`src/rtl/wsa_pkg.sv`:
```
package wsa_pkg;

    localparam int ADDR_W = 32;
    localparam int PIX_W  = 13;
    localparam int LINE_W = 12;
    localparam int BEAT_W = 5;
    localparam int WCNT_W = PIX_W + 3;

    typedef enum logic [1:0] {
        FMT_RGB16  = 2'd0,
        FMT_XRGB32 = 2'd1,
        FMT_ARGB32 = 2'd2,
        FMT_OTHER  = 2'd3
    } pix_fmt_e;

    typedef struct packed {
        logic [ADDR_W-1:0] base;
        logic [PIX_W-1:0]  stride_px;
        logic [PIX_W-1:0]  vis_w;
        logic [LINE_W-1:0] vis_h;
        logic [PIX_W-1:0]  src_x;
        logic [LINE_W-1:0] src_y;
        pix_fmt_e          fmt;
    } win_cfg_t;

    typedef enum logic {
        SEQ_IDLE = 1'b0,
        SEQ_REQ  = 1'b1
    } seq_state_e;

    // Bytes per pixel; anything that is not the 16-bit format is fetched as 4 bytes.
    function automatic logic [2:0] bytes_per_px(input pix_fmt_e f);
        return (f == FMT_RGB16) ? 3'd2 : 3'd4;
    endfunction

endpackage

```
`src/rtl/wsa_line_calc.sv`:
```
module wsa_line_calc
    import wsa_pkg::*;
(
    input  logic [ADDR_W-1:0] base,
    input  logic [PIX_W-1:0]  stride_px,
    input  logic [PIX_W-1:0]  vis_w,
    input  logic [PIX_W-1:0]  src_x,
    input  logic [LINE_W-1:0] src_y,
    input  pix_fmt_e          fmt,
    input  logic [LINE_W-1:0] line_idx,
    output logic [ADDR_W-1:0] line_addr,
    output logic [WCNT_W-1:0] line_words
);
    logic [ADDR_W-1:0] row;
    logic [ADDR_W-1:0] pix;
    logic [ADDR_W-1:0] raw;
    logic [2:0]        bpp;
    logic [WCNT_W-1:0] span;

    always_comb begin
        bpp        = bytes_per_px(fmt);
        row        = ADDR_W'(src_y) + ADDR_W'(line_idx);
        pix        = row * ADDR_W'(stride_px) + ADDR_W'(src_x);
        raw        = base + pix * ADDR_W'(bpp);
        line_addr  = {raw[ADDR_W-1:2], 2'b00};
        span       = WCNT_W'(raw[1:0]) + WCNT_W'(vis_w) * WCNT_W'(bpp) + WCNT_W'(3);
        line_words = span >> 2;
    end
endmodule

```
`src/rtl/wsa_burst_seq.sv`:
```
module wsa_burst_seq
    import wsa_pkg::*;
#(
    parameter int BURST_LONG   = 16,
    parameter int BURST_SHORT  = 8,
    parameter int NARROW_LIMIT = 128
) (
    input  logic              clk,
    input  logic              rst,
    input  logic              line_start,
    input  logic [ADDR_W-1:0] line_addr,
    input  logic [WCNT_W-1:0] line_words,
    input  logic [PIX_W-1:0]  stride_px,
    input  logic [LINE_W-1:0] vis_h,
    input  logic              req_ready,
    output logic              req_valid,
    output logic [ADDR_W-1:0] req_addr,
    output logic [BEAT_W-1:0] req_beats,
    output logic              frame_end,
    output logic              seq_idle,
    output logic [LINE_W-1:0] line_idx
);
    localparam logic [BEAT_W-1:0] CAP_LONG  = BEAT_W'(BURST_LONG);
    localparam logic [BEAT_W-1:0] CAP_SHORT = BEAT_W'(BURST_SHORT);
    localparam logic [PIX_W-1:0]  NARROW_PX = PIX_W'(NARROW_LIMIT);

    seq_state_e        state;
    logic [ADDR_W-1:0] cur_addr;
    logic [WCNT_W-1:0] words_left;
    logic [BEAT_W-1:0] cap;
    logic              line_done;

    always_comb begin
        cap       = (stride_px < NARROW_PX) ? CAP_SHORT : CAP_LONG;
        req_beats = (words_left < WCNT_W'(cap)) ? BEAT_W'(words_left) : cap;
        req_valid = (state == SEQ_REQ);
        req_addr  = cur_addr;
        seq_idle  = (state == SEQ_IDLE);
        line_done = (words_left == WCNT_W'(req_beats));
    end

    always_ff @(posedge clk) begin
        if (rst) begin
            state      <= SEQ_IDLE;
            cur_addr   <= '0;
            words_left <= '0;
            line_idx   <= '0;
            frame_end  <= 1'b0;
        end else begin
            frame_end <= 1'b0;
            case (state)
                SEQ_IDLE: begin
                    if (line_start) begin
                        cur_addr   <= line_addr;
                        words_left <= line_words;
                        state      <= SEQ_REQ;
                    end
                end
                SEQ_REQ: begin
                    if (req_ready) begin
                        cur_addr   <= cur_addr + (ADDR_W'(req_beats) << 2);
                        words_left <= words_left - WCNT_W'(req_beats);
                        if (line_done) begin
                            state <= SEQ_IDLE;
                            if (line_idx == vis_h - LINE_W'(1)) begin
                                line_idx  <= '0;
                                frame_end <= 1'b1;
                            end else begin
                                line_idx <= line_idx + LINE_W'(1);
                            end
                        end
                    end
                end
                default: state <= SEQ_IDLE;
            endcase
        end
    end
endmodule

```
`src/rtl/wsa_window_fetch.sv`:
```
module wsa_window_fetch
    import wsa_pkg::*;
#(
    parameter int BURST_LONG   = 16,
    parameter int BURST_SHORT  = 8,
    parameter int NARROW_LIMIT = 128
) (
    input  logic              clk,
    input  logic              rst,
    input  logic [ADDR_W-1:0] cfg_base,
    input  logic [PIX_W-1:0]  cfg_stride_px,
    input  logic [PIX_W-1:0]  cfg_vis_w,
    input  logic [LINE_W-1:0] cfg_vis_h,
    input  logic [PIX_W-1:0]  cfg_src_x,
    input  logic [LINE_W-1:0] cfg_src_y,
    input  logic [1:0]        cfg_fmt,
    input  logic              line_start,
    output logic              req_valid,
    input  logic              req_ready,
    output logic [ADDR_W-1:0] req_addr,
    output logic [BEAT_W-1:0] req_beats,
    output logic              frame_end
);
    win_cfg_t          live_cfg;
    win_cfg_t          held_cfg;
    win_cfg_t          eff_cfg;
    logic              seq_idle;
    logic [LINE_W-1:0] line_idx;
    logic              take_live;
    logic [ADDR_W-1:0] line_addr;
    logic [WCNT_W-1:0] line_words;

    always_comb begin
        live_cfg.base      = cfg_base;
        live_cfg.stride_px = cfg_stride_px;
        live_cfg.vis_w     = cfg_vis_w;
        live_cfg.vis_h     = cfg_vis_h;
        live_cfg.src_x     = cfg_src_x;
        live_cfg.src_y     = cfg_src_y;
        live_cfg.fmt       = pix_fmt_e'(cfg_fmt);
        take_live          = seq_idle && (line_idx == '0);
        eff_cfg            = take_live ? live_cfg : held_cfg;
    end

    // Frame-level shadow: loaded on the first line of each frame only.
    always_ff @(posedge clk) begin
        if (rst) begin
            held_cfg <= '0;
        end else if (take_live && line_start) begin
            held_cfg <= live_cfg;
        end
    end

    wsa_line_calc i_calc (
        .base       (eff_cfg.base),
        .stride_px  (eff_cfg.stride_px),
        .vis_w      (eff_cfg.vis_w),
        .src_x      (eff_cfg.src_x),
        .src_y      (eff_cfg.src_y),
        .fmt        (eff_cfg.fmt),
        .line_idx   (line_idx),
        .line_addr  (line_addr),
        .line_words (line_words)
    );

    wsa_burst_seq #(
        .BURST_LONG   (BURST_LONG),
        .BURST_SHORT  (BURST_SHORT),
        .NARROW_LIMIT (NARROW_LIMIT)
    ) i_seq (
        .clk        (clk),
        .rst        (rst),
        .line_start (line_start),
        .line_addr  (line_addr),
        .line_words (line_words),
        .stride_px  (eff_cfg.stride_px),
        .vis_h      (eff_cfg.vis_h),
        .req_ready  (req_ready),
        .req_valid  (req_valid),
        .req_addr   (req_addr),
        .req_beats  (req_beats),
        .frame_end  (frame_end),
        .seq_idle   (seq_idle),
        .line_idx   (line_idx)
    );
endmodule

```
`config.mk`:
```
export PLATFORM = sky130hd
export DESIGN_NAME = wsa_window_fetch
export DESIGN_NICKNAME = d
export VERILOG_FILES = /design/src/rtl/wsa_pkg.sv /design/src/rtl/wsa_line_calc.sv /design/src/rtl/wsa_burst_seq.sv /design/src/rtl/wsa_window_fetch.sv
export SDC_FILE = /design/constraint.sdc
export NUM_CORES = 1
export LEC_CHECK = 0
export ABC_CLOCK_PERIOD_IN_PS = 16149
export BUFFER_PORTS_ARGS = -buffer_cell sky130_fd_sc_hd__buf_2
export CAP_MARGIN = 20
export CORE_ASPECT_RATIO = 1.1
export CORE_MARGIN = 2
export CORE_UTILIZATION = 45
export CTS_CLUSTER_SIZE = 16
export DETAILED_ROUTE_END_ITERATION = 7
export PLACE_DENSITY_LB_ADDON = 0.08
export SYNTH_ARGS = -nofsm -noshare
export SYNTH_HDL_FRONTEND = slang
export SYNTH_SLANG_ARGS = --single-unit
```
`constraint.sdc`:
```
create_clock -name clk -period 16.15 [get_ports clk]
set_clock_uncertainty 0.1 [all_clocks]
set_input_delay 0.8075 -clock clk [delete_from_list [all_inputs] [get_ports clk]]
set_output_delay 0.8075 -clock clk [all_outputs]
set_load 0.01 [all_outputs]
```
Word-level counts from Yosys, hierarchy flattened

Index checks and enable logic that the tools add are counted.

Bits of input ports: 101
Register bits: 159
Output and inout port bits: 39

$mul: 3
Bitwise logic cells: 3
Magnitude comparators: 2
Add/sub/neg operators: 9
Muxes and demuxes: 16
Eq/ne operators: 4
Reductions and logical operators: 7

Operator list:

| cell                  | count |
|---|---|
| $mux 97               | 1 |
| $mux 32               | 2 |
| $pmux 32 s2           | 1 |
| $add 32x13->32        | 1 |
| $add 32x32->32        | 1 |
| $add 32x7->32         | 1 |
| $mul 32x13->32        | 1 |
| $mul 32x3->32         | 1 |
| $mux 16               | 2 |
| $pmux 16 s2           | 1 |
| $add 16x2->16 const B | 1 |
| $add 2x16->16         | 1 |
| $eq 16x5->1           | 1 |
| $lt 16x5->1           | 1 |
| $mul 13x3->16         | 1 |
| $sub 16x5->16         | 1 |
| $add 12x12->13        | 1 |
| $lt 13x8->1 const B   | 1 |
| $add 12x1->12 const B | 1 |
| $eq 12x12->1          | 1 |
| $logic_not 12->1      | 1 |
| $mux 12               | 1 |
| $sub 12x1->12 const B | 1 |
| $mux 5                | 2 |
| other kinds (10)      | 17 |

Depth between registers and ports, before layout

Word-level depth: 12
Gate-level depth with buffers: 56
Gate-level depth less buffers: 48

Modules after synthesis

A second synthesis with hierarchy kept.

Cells, all modules: 2404
Area total of the unflattened synthesis: 20258.2 um^2

Modules (own cells, without submodules):

| module           | cells each | area an instance (um^2) | times used |
|---|---|---|---|
| wsa_line_calc    | 1338       | 10411.2                 | 1 |
| wsa_window_fetch | 534        | 5634.2                  | 1 |
| wsa_burst_seq    | 532        | 4212.8                  | 1 |

Worst setup path before layout

No wires, ideal clock.

Path type: reg-to-reg
From: register i_seq.line_idx[1]
To: register i_seq.cur_addr[30] (netlist: i_seq.req_addr[30])
Setup time: 134 ps
Period minus slack after synthesis: 12455 ps
Cell stages (with the launch flop): 55
Arrival: 12221 ps
Slack: 3695 ps
Cells stage by stage: dfxtp_1 > inv_1 > ha_1 > or4b_4 > nor3_4 > buf_6 > buf_4 > buf_2 > buf_2 > buf_2 > buf_2 > nand2_1 > nand2_1 > ha_1 > inv_1 > fa_1 > o21ai_0 > a31oi_1 > [19 not listed] > a21oi_1 > o21bai_1 > o2bb2ai_1 > or3_1 > o21ai_0 > o21ai_0 > xnor2_1 > o21ai_0 > ha_1 > ha_1 > and3_1 > and3_1 > a22o_1 > a2111o_1 > a31o_2 > a21oi_1 > xor2_1 > o22ai_1

Longest elaborated chain between the ends: 10
Elaborated cells between the ends (all ways): 18
Those cells by class: add/sub (4); mul (2); order compare (2); mux (7); reduce/logical (3)

RTL lines:

| element                                         | line                                     | RTL |
|---|---|---|
| from (decl)                                     | wsa_burst_seq.sv:21                      | `output logic [LINE_W-1:0] line_idx` |
| from (signal assigned)                          | wsa_burst_seq.sv:69                      | `line_idx <= line_idx + LINE_W'(1);` |
| $logic_not 12->1                                | wsa_window_fetch.sv:41                   | `take_live = seq_idle && (line_idx == '0);` |
| $logic_and 1x1->1                               | wsa_window_fetch.sv:41                   |  |
| $mux 97                                         | wsa_window_fetch.sv:42                   | `eff_cfg = take_live ? live_cfg : held_cfg;` |
| $add 12x12->13 or $lt 13x8->1 (tied branches)   | wsa_line_calc.sv:22, wsa_burst_seq.sv:34 |  |
| $mul 32x13->32 or $mux 5 (tied branches)        | wsa_line_calc.sv:23, wsa_burst_seq.sv:34 |  |
| $add 32x13->32 or $lt 16x5->1 (tied branches)   | wsa_line_calc.sv:23, wsa_burst_seq.sv:35 |  |
| $mul 32x3->32 or $mux 5 (tied branches)         | wsa_line_calc.sv:24, wsa_burst_seq.sv:35 |  |
| $add 32x32->32 or $add 32x7->32 (tied branches) | wsa_line_calc.sv:24, wsa_burst_seq.sv:61 |  |
| $mux 32 (on tied branches)                      | wsa_burst_seq.sv:53, wsa_burst_seq.sv:60 |  |
| $pmux 32 s2 *                                   | wsa_burst_seq.sv:51                      | `case (state)` |
| to (signal assigned)                            | wsa_burst_seq.sv:54                      | `cur_addr <= line_addr;` |
| to (signal assigned)                            | wsa_burst_seq.sv:61                      | `cur_addr <= cur_addr + (ADDR_W'(req_beats) << 2);` |
| to (decl)                                       | wsa_burst_seq.sv:28                      | `logic [ADDR_W-1:0] cur_addr;` |

Every way passes the cells marked *; elsewhere a longest branch is shown, timed or not. The select of a mux whose other input is x is not followed.
A chain may end at the register's enable or synchronous reset.

Worst setup path after layout

From: register i_seq.line_idx[2]
To: register i_seq.cur_addr[30] (netlist: i_seq.req_addr[30])

Same word-level chain as after synthesis.

==> flow_summary.json <==
{
  "status": "complete, no violations",
  "crit_fanout": 20,
  "die_h_um": 215,
  "synthXorXnorAreaFrac_pct": 4.43,
  "routabilityCongestion": 0.901,
  "seqPwrFrac_pct": 10.2,
  "cap_viol_max_count": 0,
  "postSynth.asyncResetShare_pct": 0,
  "hold_depth": 2,
  "final.period_utilization_pct": 79.6,
  "htreeDepth": 4,
  "synthCells": 2403,
  "clockBufferDepth": 2,
  "synth_fa_ha_area_share_pct": 27.7,
  "rsz0062_at_grt": "false",
  "yosys_warnings": 0,
  "critical_path_required_ps": 16380,
  "cts_root_buffer": "clkbuf_16",
  "detail_route.iter0.violations": 1122,
  "crit_family": "adder cells",
  "wirelength_mm": 56.4,
  "worstReg2RegEnd": "i_seq.req_addr[30]",
  "synthMuxAreaShare_pct": 4.11,
  "postLayoutCoreUtil_pct": 49.6,
  "io_pins": 140,
  "dr.pass1.iters": 5,
  "post-dp-hpwl_mm": 43.0,
  "critical_path_cell_count": 45,
  "die_w_um": 196,
  "numCtsBuffers": 17,
  "antenna_found_initial": 3,
  "power_frac_clock_pct": 10.3,
  "synth_top_family_by_area": "adder cells",
  "end_kind": "flop",
  "r2r_start": "i_seq.line_idx[2]",
  "crit_path_top_delay_cell": "nor4_1",
  "synth_flop_cell": "dfxtp_1",
  "fin_hold_ws_ps": 351,
  "grtUsageTotal_pct": 27.3,
  "post-cts-setup-buffers": 0,
  "setup_viol": 0,
  "hold_path.class": "flop to flop",
  "p_leak_nw": 9.58,
  "coreArea_mm2": 0.0401,
  "total_power_mw": 4.67,
  "synth_edf_count": 0,
  "viasPerCell": 5.58,
  "yosys.area_share.simple_pct": 23.3,
  "p_per_area_mw_per_mm2": 235,
  "path_clk_slew_ps": 70,
  "worst_slew_pin_slew_ps": 1110,
  "ys_top_cells_by_area": "dfxtp_1 17%, fa_1 15%, ha_1 13%",
  "grt.overflow.total": 0,
  "synth_compound_area_share_pct": 16.1,
  "slew_violations": 0,
  "ant_nets": 0,
  "min_period_ps": 12850,
  "vdd_drop_max_uv": 361,
  "drc_errors": 0,
  "ff2ff_path_depth": 45,
  "r2r_slack_ps": 3300,
  "dieArea_mm2": 0.0421,
  "hold_viol": 0,
  "cp.arrival_ps": 13080,
  "max_freq_mhz": 77.8,
  "num-nets-final": 2886,
  "numPortBuffers": 137,
  "crit_path_max_incr_delay_ps": 810,
  "syn-cell-area_mm2": 0.0182,
  "fin_area_mm2": 0.0199,
  "start_kind": "flop",
  "p_comb_share_pct": 79.5,
  "yosysUniqueCellTypes": 87,
  "cts_sinks": 157,
  "crit_start": "i_seq.line_idx[2]",
  "synth_top_area_cell": "dfxtp_1",
  "clk_latency_ps": 470,
  "final_common_cell": "nand2_1",
  "cp_num_buf_inv": 5,
  "path_common_cell": "fa_1",
  "max_slew_margin_pct": 25.2,
  "cts_resized": 0,
  "initial_core_util_pct": 45.4,
  "dpl_cell_area_mm2": 0.0192,
  "switching_share_pct": 53.1,
  "crit_type": "flop to flop",
  "setup_tns_ps": 0,
  "power.switching_mw": 2.48,
  "crit_end": "i_seq.req_addr[30]",
  "wl_per_cell_um": 18.9,
  "internal-power_mw": 2.19,
  "yosysSeqAreaShare_pct": 17.3,
  "grt_start_max_net_pins": 77,
  "grt_pass1_vias": 16500,
  "yosysTopAreaCellShare_pct": 17.3,
  "synth.avg_cell_area_um2": 7.57,
  "grt_pass1_wl_mm": 90.4,
  "area.growth.synth_to_final_pct": 9.35,
  "drive_gt1_share_pct": 10.4,
  "final_cell_mix": "515 x nand2_1, 199 x nor2_1, 199 x a21oi_1",
  "core.rowCount": 77,
  "num_vias": 16700,
  "synth-seq-cells": 157,
  "cts_tree": "yes",
  "ctsHoldBuffers": 0
}
how the worst min path moves through the flow:
stage / startpoint / end
after global placement: held_cfg[19] / held_cfg[19]
after floorplan: held_cfg[18] / held_cfg[18]
after detailed placement: held_cfg[68] / held_cfg[68]
after CTS: held_cfg[68] / held_cfg[68]
after global routing: held_cfg[78] / held_cfg[78]
final: held_cfg[22] / held_cfg[22]
power by group through the flow:
stage               clock network, mW  registers [mW]  logic (mW)
floorplan                           0           0.483        2.71
global placement                    0           0.483        3.66
detailed placement                  0           0.483        3.66
CTS                             0.491           0.475        3.71
global route                    0.503           0.482        4.17
finish                          0.481           0.476        3.71
metal layers:
layer	track usage, %	share of wire, %
met1	35.5	44
met5	0	0.023
met3	4.13	4.7
met2	45.7	47
met4	10.8	3.6
layout make-up:
type	count	area, um^2
timing repair buffer	169	928
multi-input combinational	1929	13800
tap	513	642
sequential	157	3140
clock inverter	11	204
antenna	2	5.00
clock buffer	21	450
inverter	191	717
fill	4022	20200
kinds of logic (layout without fill, tap and decap cells):
logic type	count (synthesis)	count (layout)
buf+inv	321	392
mux	73	73
flops	157	157
compound gates	473	473
simple gates	965	965
xor+xnor	92	92
fa+ha+maj	320	320
other cells	2	8
synthesized netlist by cell type (11+ instances only):
library cell and instances:
dfxtp_1 157, nand2b_1 31, or3_1 15, buf_2 11, a21oi_1 200, o22ai_1 12, a21o_1 32, inv_1 190
mux2i_1 59, o21a_1 14, clkbuf_1 101, nor2_1 199, mux2_2 14, nand2_1 516, fa_1 137, nor2b_1 20
nand3_1 28, and2_1 13, and3_1 26, xnor2_1 50, ha_1 183, a31oi_1 13, o21ai_0 79, nor3_1 53
or2_2 11, xor2_1 42, a211oi_1 29
worst min-delay path: cells and delay by family, from the launching register on:
family          cells  cell delay, ps
flops               1             310
simple gates        1              50
compound gates      1              50
registers in the layout, summed over array words and instances (netlist names):
| register | flops |
|---|---|
| i_seq.line_idx | 12 |
| i_seq.req_addr | 30 |
| i_seq.words_left | 16 |
| i_seq.req_valid | 1 |
| i_seq.frame_end | 1 |
| held_cfg | 97 |
through the flow:
step           worst slack, ps  std cells
5_1_grt                   2530       2993
3_3_place_gp              3580       2959
6_report                  3300       2993
3_5_place_dp              3380       2959
4_1_cts                   3360       2991
2_1_floorplan             3700       2407
(Power assumes the default switching activity.)
